===== config.mk =====
export PLATFORM = sky130hd
export DESIGN_NAME = serial_frame_rx
export DESIGN_NICKNAME = d
export VERILOG_FILES = /design/src/rtl/serial_frame_rx.sv
export SDC_FILE = /design/constraint.sdc
export NUM_CORES = 1
export LEC_CHECK = 0
export BUFFER_PORTS_ARGS = -buffer_cell sky130_fd_sc_hd__buf_4
export CAP_MARGIN = 20
export CORE_MARGIN = 8
export CORE_UTILIZATION = 59
export CTS_BUF_LIST = sky130_fd_sc_hd__clkbuf_8
export CTS_CLUSTER_DIAMETER = 60
export DETAILED_ROUTE_END_ITERATION = 10
export PLACE_DENSITY = 0.92
export SLEW_MARGIN = 20
export SYNTH_ARGS = -nofsm -noshare
export SYNTH_HDL_FRONTEND = slang
export SYNTH_SLANG_ARGS = --single-unit

===== constraint.sdc =====
create_clock -name clk -period 3.05 [get_ports clk]
set_input_delay 0.305 -clock clk [delete_from_list [all_inputs] [get_ports clk]]
set_output_delay 0.305 -clock clk [all_outputs]
set_load 0.01 [all_outputs]

===== src/rtl/serial_frame_rx.sv =====
`timescale 1ns/1ps
module serial_frame_rx #(
  parameter int WORD_BITS   = 24,
  parameter int SYNC_STAGES = 2
) (
  input  logic                 clk,
  input  logic                 rst_n,
  input  logic                 sel_n_in,
  input  logic                 sclk_in,
  input  logic                 sdi_in,
  output logic [WORD_BITS-1:0] frame_word,
  output logic                 frame_valid,
  output logic                 frame_aborted
);
  localparam int CNT_W = $clog2(WORD_BITS + 1);

  logic [SYNC_STAGES-1:0] sel_pipe, sclk_pipe, sdi_pipe;
  logic                   sel_q, sclk_q;
  logic                   in_frame;
  logic [CNT_W-1:0]       bit_cnt;
  logic [WORD_BITS-1:0]   shreg;

  always_ff @(posedge clk or negedge rst_n) begin
    if (!rst_n) begin
      sel_pipe  <= '1;
      sclk_pipe <= '0;
      sdi_pipe  <= '0;
      sel_q     <= 1'b1;
      sclk_q    <= 1'b0;
    end else begin
      sel_pipe  <= {sel_pipe[SYNC_STAGES-2:0], sel_n_in};
      sclk_pipe <= {sclk_pipe[SYNC_STAGES-2:0], sclk_in};
      sdi_pipe  <= {sdi_pipe[SYNC_STAGES-2:0], sdi_in};
      sel_q     <= sel_pipe[SYNC_STAGES-1];
      sclk_q    <= sclk_pipe[SYNC_STAGES-1];
    end
  end

  wire sel_s     = sel_pipe[SYNC_STAGES-1];
  wire sel_rise  = !sel_q && sel_s;
  wire sel_fall  = sel_q && !sel_s;
  wire sclk_fall = sclk_q && !sclk_pipe[SYNC_STAGES-1];
  wire full      = (bit_cnt == CNT_W'(WORD_BITS));
  wire last_bit  = (bit_cnt == CNT_W'(WORD_BITS - 1));
  wire take_bit  = in_frame && !full && sclk_fall;
  wire [WORD_BITS-1:0] shreg_nxt = {shreg[WORD_BITS-2:0], sdi_pipe[SYNC_STAGES-1]};

  always_ff @(posedge clk or negedge rst_n) begin
    if (!rst_n) begin
      in_frame      <= 1'b0;
      bit_cnt       <= '0;
      shreg         <= '0;
      frame_word    <= '0;
      frame_valid   <= 1'b0;
      frame_aborted <= 1'b0;
    end else begin
      frame_valid   <= 1'b0;
      frame_aborted <= 1'b0;
      if (sel_rise) begin
        frame_aborted <= in_frame && !full;
        in_frame      <= 1'b0;
        bit_cnt       <= '0;
        shreg         <= '0;
      end else if (sel_fall) begin
        in_frame <= 1'b1;
        bit_cnt  <= '0;
        shreg    <= '0;
      end else if (take_bit) begin
        shreg   <= shreg_nxt;
        bit_cnt <= bit_cnt + 1'b1;
        if (last_bit) begin
          frame_word  <= shreg_nxt;
          frame_valid <= 1'b1;
        end
      end
    end
  end
endmodule


==> results.json, run 1 <==
{
  "status": "finished clean",
  "rrSetupSlack_ps": 690,
  "crit_type": "reg -> reg",
  "crit_required_ps": 3260,
  "seqCellArea_um2": 1580,
  "crit_fanout": 16,
  "tritoncts": "done",
  "postCtsHoldBufs": 0,
  "io_buffers": 30,
  "drc": 0,
  "fin_crit_ps": 2360,
  "hpwl_mm": 2.92,
  "initial_utilization_pct": 59.6,
  "fmax_mhz": 424,
  "syn2layout_area_growth_pct": 16.2,
  "ys_seq_area_share_pct": 62.2,
  "finalHoldViolations": 0,
  "yosys-top-cells-area": "dfrtp_1, mux2_4, nand2_1",
  "overflow": 0,
  "fin_area_um2": 2950,
  "core_area_um2": 4260,
  "p_total_mw": 1.63,
  "antenna_found_initial": 0,
  "postCtsSetupBuffers": 0,
  "netlist_instances": 207,
  "wirelength_mm": 4.32,
  "synthesis.nets": 216,
  "hold_ws_ps": 49.9,
  "worst_pin_slew_ps": 760,
  "dp_cells": 281,
  "p_leak_nw": 1.51,
  "netlist_area_um2": 2540,
  "die_area_um2": 6660,
  "setup_viol": 0,
  "clk_pin_slew_worst_paths_ps": 60,
  "arrival_ps": 2570,
  "end_kind": "register",
  "fin_tns_setup_ps": 0,
  "ys_seq_elements": 63,
  "track_usage_pct": 14.7,
  "firstDrtPassIters": 4,
  "cts.sinks": 63,
  "clockBufferDepth": 2,
  "diodes": 0,
  "r2r_start": "sel_pipe[1]",
  "fillers": 316,
  "yosysTopAreaCellShare_pct": 59.1,
  "cts_repair_resize_count": 0,
  "route.met2.wl_mm": 2.00,
  "power.density_nw_per_um2": 551,
  "highest_layer": "met4",
  "rows": 24,
  "routed-via-count": 1580,
  "rsz0062_at_grt": "false",
  "cts_root_buf": "clkbuf_8",
  "ys_top_cells_by_count": "dfrtp_1, nand2_1, o21ai_0",
  "yosysTopAreaCell": "dfrtp_1",
  "maxSlewViolCount": 0,
  "avgSynthCellArea_um2": 12.3,
  "yosysWarnings": 0,
  "drive_gt1_share_pct": 30.9,
  "dr.first_iter.drc_count": 95,
  "vias_per_cell": 5.36,
  "max_slew_margin_pct": 49.3,
  "met1_length_mm": 1.98,
  "die_height_um": 81.6,
  "first_global_vias": 1572,
  "yosysMostFrequentCell": "dfrtp_1",
  "die_w_um": 81.6,
  "fin_nets": 249,
  "dpl_cell_area_um2": 2790,
  "detail_route.wl_per_cell_um": 14.6,
  "irDropWorstVdd_uv": 456,
  "drv_cap": 0,
  "wl_met3_um": 228,
  "cts_buffers": 9,
  "grt_max_degree": 64,
  "post-route-worst-setup-slack_ps": 693,
  "htree_levels": 3,
  "grt_pass1_wl_mm": 7.39,
  "fin_skew_ps": 4.84,
  "fin_crit_sh_pct": 77.3,
  "io_pins": 31,
  "multiInputGateArea_um2": 871,
  "ys.flop_type": "dfrtp_1",
  "synth-async-reset-ratio_pct": 100,
  "synth_edf_count": 0,
  "synth.distinct_cells": 24,
  "place_ws_ps": 699,
  "fin_cells": 295,
  "fin_util_pct": 69.2,
  "worstSetupStartpointType": "register",
  "hp-class": "in -> async",
  "cp-startpoint": "sel_pipe[1]",
  "clk-insertion-delay-late_ps": 330,
  "drtAntennaViolNets": 0,
  "place_congestion": 0.718
}
## final cells by class
class                      instances  area share, %
clock inverter                     3          0.424
multi-input combinational        127           29.5
tap                               52           2.21
timing repair buffer              33           8.40
inverter                           6          0.763
clock buffer                      11           5.13
sequential                        63           53.6
## path summary, 6_finish.rpt
path | end | cells after the start
hold reg to reg | sclk_pipe[1] | 0
hold / removal | shreg[16] | 1
setup / recovery | frame_word[20] | 6
setup reg to reg | frame_word[20] | 6
min in group clk | sclk_pipe[0] | 1
max in group asynchronous | frame_word[10] | 1
## power breakdown
group	switching [mW]	total, mW	internal [mW]	leakage, nW
clock network	0.287	0.610	0.323	0.0937
registers	0.0348	0.906	0.871	0.850
logic	0.0731	0.111	0.0376	0.564
## cell usage in the layout, fill, tap and decap left out, types with 2 or more instances in the layout
cell type,n
nand4b_1,2
ha_1,4
nand2_1,51
nand3_1,7
or4_1,2
dfstp_2,3
o21ai_0,27
buf_4,33
dfrtp_1,60
clkbuf_8,11
nor3_1,2
mux2_4,20
mux2_2,4
inv_1,8
## logic make-up (layout without fill, tap and decap cells)
logic type      count (synthesis)  in the layout  synth area share (%)
compound gates                 29             29                  5.96
fa+ha+maj                       4              4                  1.97
buf+inv                        17             53                  4.33
flops                          63             63                  62.2
mux                            24             24                  13.6
simple gates                   70             70                  11.9
## flip-flops by register name, indices dropped and copies added (netlist names)
| name | cells |
|---|---|
| bit_cnt | 5 |
| frame_aborted | 1 |
| frame_valid | 1 |
| frame_word | 24 |
| in_frame | 1 |
| sclk_pipe | 2 |
| sclk_q | 1 |
| sdi_pipe | 2 |
| sel_pipe | 2 |
| sel_q | 1 |
| shreg | 23 |
## critical path, cell delays in order (launching register included)
cell and delay, ps:
dfstp_2 540, inv_1 50, ha_1 310, inv_1 80, or3_1 600, buf_4 330
mux2_4 330
## per-layer routing
layer / global-route usage, % / up-vias
met2: 22.4 / 35
met3: 5.03 / 14
met1: 18.0 / 775
met4: 8.25 / 0
li1: - / 756
met5: 0 / -
Note: power is estimated with default switching activity, not from simulation.
==> inputs of run 2 (changes only) <==
--- a/config.mk
+++ b/config.mk
@@ -5,14 +5,15 @@
 export SDC_FILE = /design/constraint.sdc
 export NUM_CORES = 1
 export LEC_CHECK = 0
+export ABC_AREA = 1
 export BUFFER_PORTS_ARGS = -buffer_cell sky130_fd_sc_hd__buf_4
 export CAP_MARGIN = 20
 export CORE_MARGIN = 8
-export CORE_UTILIZATION = 59
+export CORE_UTILIZATION = 54
 export CTS_BUF_LIST = sky130_fd_sc_hd__clkbuf_8
 export CTS_CLUSTER_DIAMETER = 60
 export DETAILED_ROUTE_END_ITERATION = 10
-export PLACE_DENSITY = 0.92
+export PLACE_DENSITY = 0.89
 export SLEW_MARGIN = 20
 export SYNTH_ARGS = -nofsm -noshare
 export SYNTH_HDL_FRONTEND = slang
==> constraint.sdc (replaced) <==
create_clock -name clk -period 2 [get_ports clk]
set_input_delay 0.2 -clock clk [delete_from_list [all_inputs] [get_ports clk]]
set_output_delay 0.2 -clock clk [all_outputs]
set_load 0.01 [all_outputs]
==> run 2 against run 1 <==
- sequential cell count unchanged
- design area grew 3.1%
- worst hold slack better by 300 ps
- clock-buffer cell count down 1
- fmax rose by 34%
- clock power grew 52%
- global-route usage is 0.77 points higher
- die area up 9.0%
- sequential power is 50% higher
- sequential share of layout area fell by 1.6 points
- via count is 23% higher
- synthesized area up 1.9%
- largest power group unchanged
==> results.json, run 2 <==
{
  "fin_cells": 374,
  "postCtsSetupBuffers": 0,
  "dp_cells": 355,
  "synth-async-reset-ratio_pct": 100,
  "cts_buffers": 9,
  "worst_pin_slew_ps": 753,
  "setup_viol": 0,
  "fin_area_um2": 3040,
  "dr.first_iter.drc_count": 199,
  "crit_type": "reg -> reg",
  "synth.distinct_cells": 22,
  "drtAntennaViolNets": 0,
  "hp-class": "reg -> reg",
  "synth_edf_count": 0,
  "diodes": 0,
  "postCtsHoldBufs": 4,
  "avgSynthCellArea_um2": 9.31,
  "yosysMostFrequentCell": "nand2_1",
  "fin_nets": 325,
  "vias_per_cell": 5.19,
  "status": "finished clean",
  "antenna_found_initial": 0,
  "fmax_mhz": 569,
  "fin_tns_setup_ps": 0,
  "worstSetupStartpointType": "register",
  "fin_crit_ps": 1760,
  "crit_fanout": 30,
  "place_congestion": 0.830,
  "irDropWorstVdd_uv": 463,
  "die_height_um": 85.2,
  "drv_cap": 0,
  "initial_utilization_pct": 55.5,
  "rows": 25,
  "p_total_mw": 2.50,
  "cts.sinks": 63,
  "die_area_um2": 7260,
  "power.density_nw_per_um2": 823,
  "hpwl_mm": 3.38,
  "first_global_vias": 1888,
  "ys_seq_elements": 63,
  "track_usage_pct": 15.5,
  "largest_reg_flops": 24,
  "final_cell_mix": "nand2_1, dfrtp_1, nand3_1",
  "htree_levels": 3,
  "arrival_ps": 1980,
  "ys_top_cells_by_count": "nand2_1, dfrtp_1, nand3_1",
  "overflow": 0,
  "clk-insertion-delay-late_ps": 340,
  "io_pins": 31,
  "clk_pin_slew_worst_paths_ps": 60,
  "crit_required_ps": 2230,
  "final_common_cell": "nand2_1",
  "yosysTopAreaCell": "dfrtp_1",
  "yosys-top-cells-area": "dfrtp_1, nand2_1, nand3_1",
  "syn2layout_area_growth_pct": 17.5,
  "drc": 0,
  "clockBufferDepth": 2,
  "highest_layer": "met4",
  "wirelength_mm": 5.05,
  "detail_route.wl_per_cell_um": 13.5,
  "maxSlewViolCount": 0,
  "core_area_um2": 4660,
  "max_slew_margin_pct": 49.8,
  "synthesis.nets": 287,
  "route.met2.wl_mm": 2.43,
  "finalHoldViolations": 0,
  "tritoncts": "done",
  "io_buffers": 30,
  "fin_crit_sh_pct": 87.8,
  "cts_root_buf": "clkbuf_8",
  "ys_seq_area_share_pct": 61.1,
  "drive_gt1_share_pct": 19.7,
  "yosysTopAreaCellShare_pct": 58.0,
  "ys.flop_type": "dfrtp_1",
  "fin_skew_ps": 7.76,
  "largest-register": "frame_word",
  "wl_met3_um": 336,
  "die_w_um": 85.2,
  "yosysWarnings": 0,
  "grt_pass1_wl_mm": 8.78,
  "rrSetupSlack_ps": 240,
  "top_regs": "frame_word x24, shreg x23, bit_cnt x5",
  "rsz0062_at_grt": "false",
  "netlist_area_um2": 2590,
  "met1_length_mm": 2.17,
  "firstDrtPassIters": 4,
  "fin_util_pct": 65.2,
  "end_kind": "register",
  "netlist_instances": 278,
  "p_leak_nw": 1.71,
  "grt_max_degree": 64,
  "routed-via-count": 1940,
  "dpl_cell_area_um2": 2840,
  "cts_repair_resize_count": 0
}
-- run 2: cell types whose count changed after synthesis, sizes merged, moves of 2 or more --
cell    change
mux2       -24
nand4b      -2
or4         -2
o21ai      -24
nand2      +60
buf         +3
inv         +9
nor2        +7
nand3      +47
-- run 2: cell families after synthesis --
family	Yosys count	synth area share (%)
simple gates	178	30.1
xor+xnor	1	0.339
flops	63	61.1
fa+ha+maj	4	1.93
compound gates	3	0.580
buf+inv	29	6.00
-- run 2: power by group --
part	leakage (nW)	internal, mW	switching [mW]
sequential	0.851	1.32	0.0405
clock	0.0891	0.464	0.463
combinational	0.774	0.0667	0.147
total	1.71	1.85	0.650
-- run 2: metal layers --
metal,vias up,GRT usage (%)
li1,954,-
met4,0,9.06
met1,914,18.7
met5,-,0
met2,59,23.1
met3,13,5.89
-- run 2: path summary, 6_finish.rpt --
path / from / endpoint / cells after the start
max: bit_cnt[0] / shreg[12] / 10
min: sclk_pipe[0] / sclk_pipe[1] / 0
max reg2reg: bit_cnt[0] / shreg[12] / 10
min reg2reg: sclk_pipe[0] / sclk_pipe[1] / 0
max in group asynchronous: rst_n / bit_cnt[1] / 2
min in group asynchronous: rst_n / frame_word[19] / 2
-- run 2: layout make-up --
type / instances / area (um2)
Inverter: 15 / 58.8
Multi-Input combinational cell: 186 / 852
Clock inverter: 5 / 26.3
Fill cell: 365 / 1620
Clock buffer: 10 / 138
Tap cell: 54 / 67.6
Sequential cell: 63 / 1580
Timing Repair Buffer: 41 / 318
-- run 2: critical path: stages, from the launching register on --
cell and delay [ps]:
dfrtp_1 390, inv_1 80, ha_1 200, nand2_1 70, inv_1 40, nand2_1 60, nand3_2 130, nand2_4 310
inv_4 190, nand2_1 120, nand2_1 60
-- run 2: metrics by stage --
stage	setup slack (ps)	hold WS, ps
after floorplan	411	-95.6
after CTS	249	349
after detailed placement	264	311
final	244	347
after global placement	319	309
after global routing	62.5	355
==> inputs of run 3 (changes only) <==
--- a/config.mk
+++ b/config.mk
@@ -8,6 +8,7 @@
 export ABC_AREA = 1
 export BUFFER_PORTS_ARGS = -buffer_cell sky130_fd_sc_hd__buf_4
 export CAP_MARGIN = 20
+export CORE_ASPECT_RATIO = 1.5
 export CORE_MARGIN = 8
 export CORE_UTILIZATION = 54
 export CTS_BUF_LIST = sky130_fd_sc_hd__clkbuf_8
==> run 3 against run 2 <==
- clock skew grew 3.7 ps
- register-to-register slack is essentially flat
- combinational power is essentially flat
- die area grew 0.64%
- critical path depth shrank 1
- non-clock buffer count shrank 2
- first-iteration DRC count shrank 43%
- largest cell class unchanged
==> results.json, run 3 (synthesis results as in run 2) <==
{
  "power_frac_seq_pct": 48.9,
  "fin_nets": 323,
  "rows": 31,
  "irDropWorstVdd_uv": 528,
  "fin_skew_ps": 11.4,
  "crit_type": "reg -> reg",
  "arrival_ps": 2020,
  "fmax_mhz": 573,
  "max_slew_margin_pct": 49.4,
  "drc": 0,
  "route.met2.wl_mm": 2.67,
  "fin_crit_sh_pct": 87.3,
  "hp-class": "reg -> reg",
  "firstDrtPassIters": 4,
  "final_cell_mix": "nand2_1, dfrtp_1, nand3_1",
  "detail_route.wl_per_cell_um": 13.3,
  "final_common_cell": "nand2_1",
  "cts_root_buf": "clkbuf_8",
  "die_w_um": 72.5,
  "drv_cap": 0,
  "die_area_um2": 7310,
  "routed-via-count": 1967,
  "io_pins": 31,
  "drive_gt1_share_pct": 19.7,
  "hpwl_mm": 3.31,
  "p_total_mw": 2.78,
  "wl_met3_um": 224,
  "cp_top_family": "simple AND/OR/NAND/NOR gates",
  "postCtsSetupBuffers": 0,
  "drtAntennaViolNets": 0,
  "p_leak_nw": 1.73,
  "place_congestion": 0.856,
  "track_usage_pct": 15.9,
  "clk-insertion-delay-late_ps": 340,
  "top_regs": "frame_word x24, shreg x23, bit_cnt x5",
  "rsz0062_at_grt": "false",
  "crit_required_ps": 2280,
  "overflow": 0,
  "clk_pin_slew_worst_paths_ps": 70,
  "finalHoldViolations": 0,
  "largest-register": "frame_word",
  "met1_length_mm": 2.11,
  "initial_utilization_pct": 54.7,
  "crit_fanout": 24,
  "hold_ws_ps": 353,
  "grt_max_degree": 64,
  "worstSetupStartpointType": "register",
  "first_global_vias": 2074,
  "power.density_nw_per_um2": 894,
  "cpPeakStageDelay_ps": 450,
  "cts.sinks": 63,
  "cp_slowest_cell": "nor2_4",
  "htree_levels": 3,
  "diodes": 0,
  "maxSlewViolCount": 0,
  "antenna_found_initial": 0,
  "p_int_mw": 2.09,
  "grt_pass1_wl_mm": 9.03,
  "tritoncts": "done",
  "cts_buffers": 9,
  "core_area_um2": 4730,
  "clkPwrFrac_pct": 43.4,
  "status": "finished clean",
  "critPathMostFrequentCell": "nand2_1",
  "crit_chain": "inv_1 -> ha_1 -> nand2_1 -> inv_1 -> nand2_1 -> nand3_2 -> nor2_4 -> nand3_1 -> nand2_1",
  "die_height_um": 101,
  "dr.first_iter.drc_count": 113,
  "dp_cells": 365,
  "crit_buf_inv": 2,
  "end_kind": "register",
  "fin_cells": 385,
  "setup_viol": 0,
  "largest_reg_flops": 24,
  "wirelength_mm": 5.14,
  "fin_util_pct": 65.7,
  "io_buffers": 30,
  "vias_per_cell": 5.11,
  "p_comb_share_pct": 7.7,
  "highest_layer": "met4",
  "clockBufferDepth": 2,
  "fin_tns_setup_ps": 0,
  "swShare_pct": 24.9,
  "syn2layout_area_growth_pct": 20.2,
  "fin_crit_ps": 1750,
  "p_sw_mw": 0.693,
  "worst_pin_slew_ps": 759
}
run 3: cell count changes in the layout (fill, tap and decap cells not counted):
cell / change
clkinv_4: +2
buf_12: +1
bufinv_16: +2
clkinv_2: -2
buf_4: -3
inv_1: -1
clkbuf_8: -1
clkinvlp_4: +1
run 3: power by group through the flow:
stage / logic (mW) / registers [mW] / clock network, mW
floorplan: 0.151 / 1.37 / 0
global placement: 0.202 / 1.38 / 0
detailed placement: 0.208 / 1.38 / 0
CTS: 0.215 / 1.36 / 1.23
global route: 0.242 / 1.37 / 1.28
finish: 0.214 / 1.36 / 1.21
run 3: layer usage:
layer  vias up  GRT usage, %
met5         -             0
met3        10          3.69
met1       959          17.0
met2        45          26.8
met4         0          11.0
li1        953             -
run 3: metrics by stage:
stage	setup WS, ps	cell area (um2)
floorplan	411	2590
global placement	306	2850
detailed placement	255	2850
CTS	234	3110
global route	72.3	3110
finish	253	3110
run 3: final timing paths:
| check | from | end | slack (ps) | depth (start not counted) |
|---|---|---|---|---|
| max | bit_cnt[0] | frame_word[23] | 250 | 9 |
| max in group asynchronous | rst_n | frame_word[18] | 1020 | 2 |
| min reg2reg | sclk_pipe[0] | sclk_pipe[1] | 350 | 0 |
| min in group asynchronous | rst_n | frame_word[7] | 490 | 2 |
| min | sclk_pipe[0] | sclk_pipe[1] | 350 | 0 |
| max reg2reg | bit_cnt[0] | frame_word[23] | 250 | 9 |
run 3: final cells by class:
type / count / area, um2
clock buffer: 9 / 124
clock inverter: 7 / 97.6
fill: 406 / 1620
inverter: 15 / 58.8
multi-input combinational: 186 / 852
sequential: 63 / 1580
tap: 66 / 82.6
timing repair buffer: 39 / 315
run 3: repair_timing:
action,CTS,global route
hold endpoints to repair,63,0
gates resized for setup,0,0
hold buffers,4,0
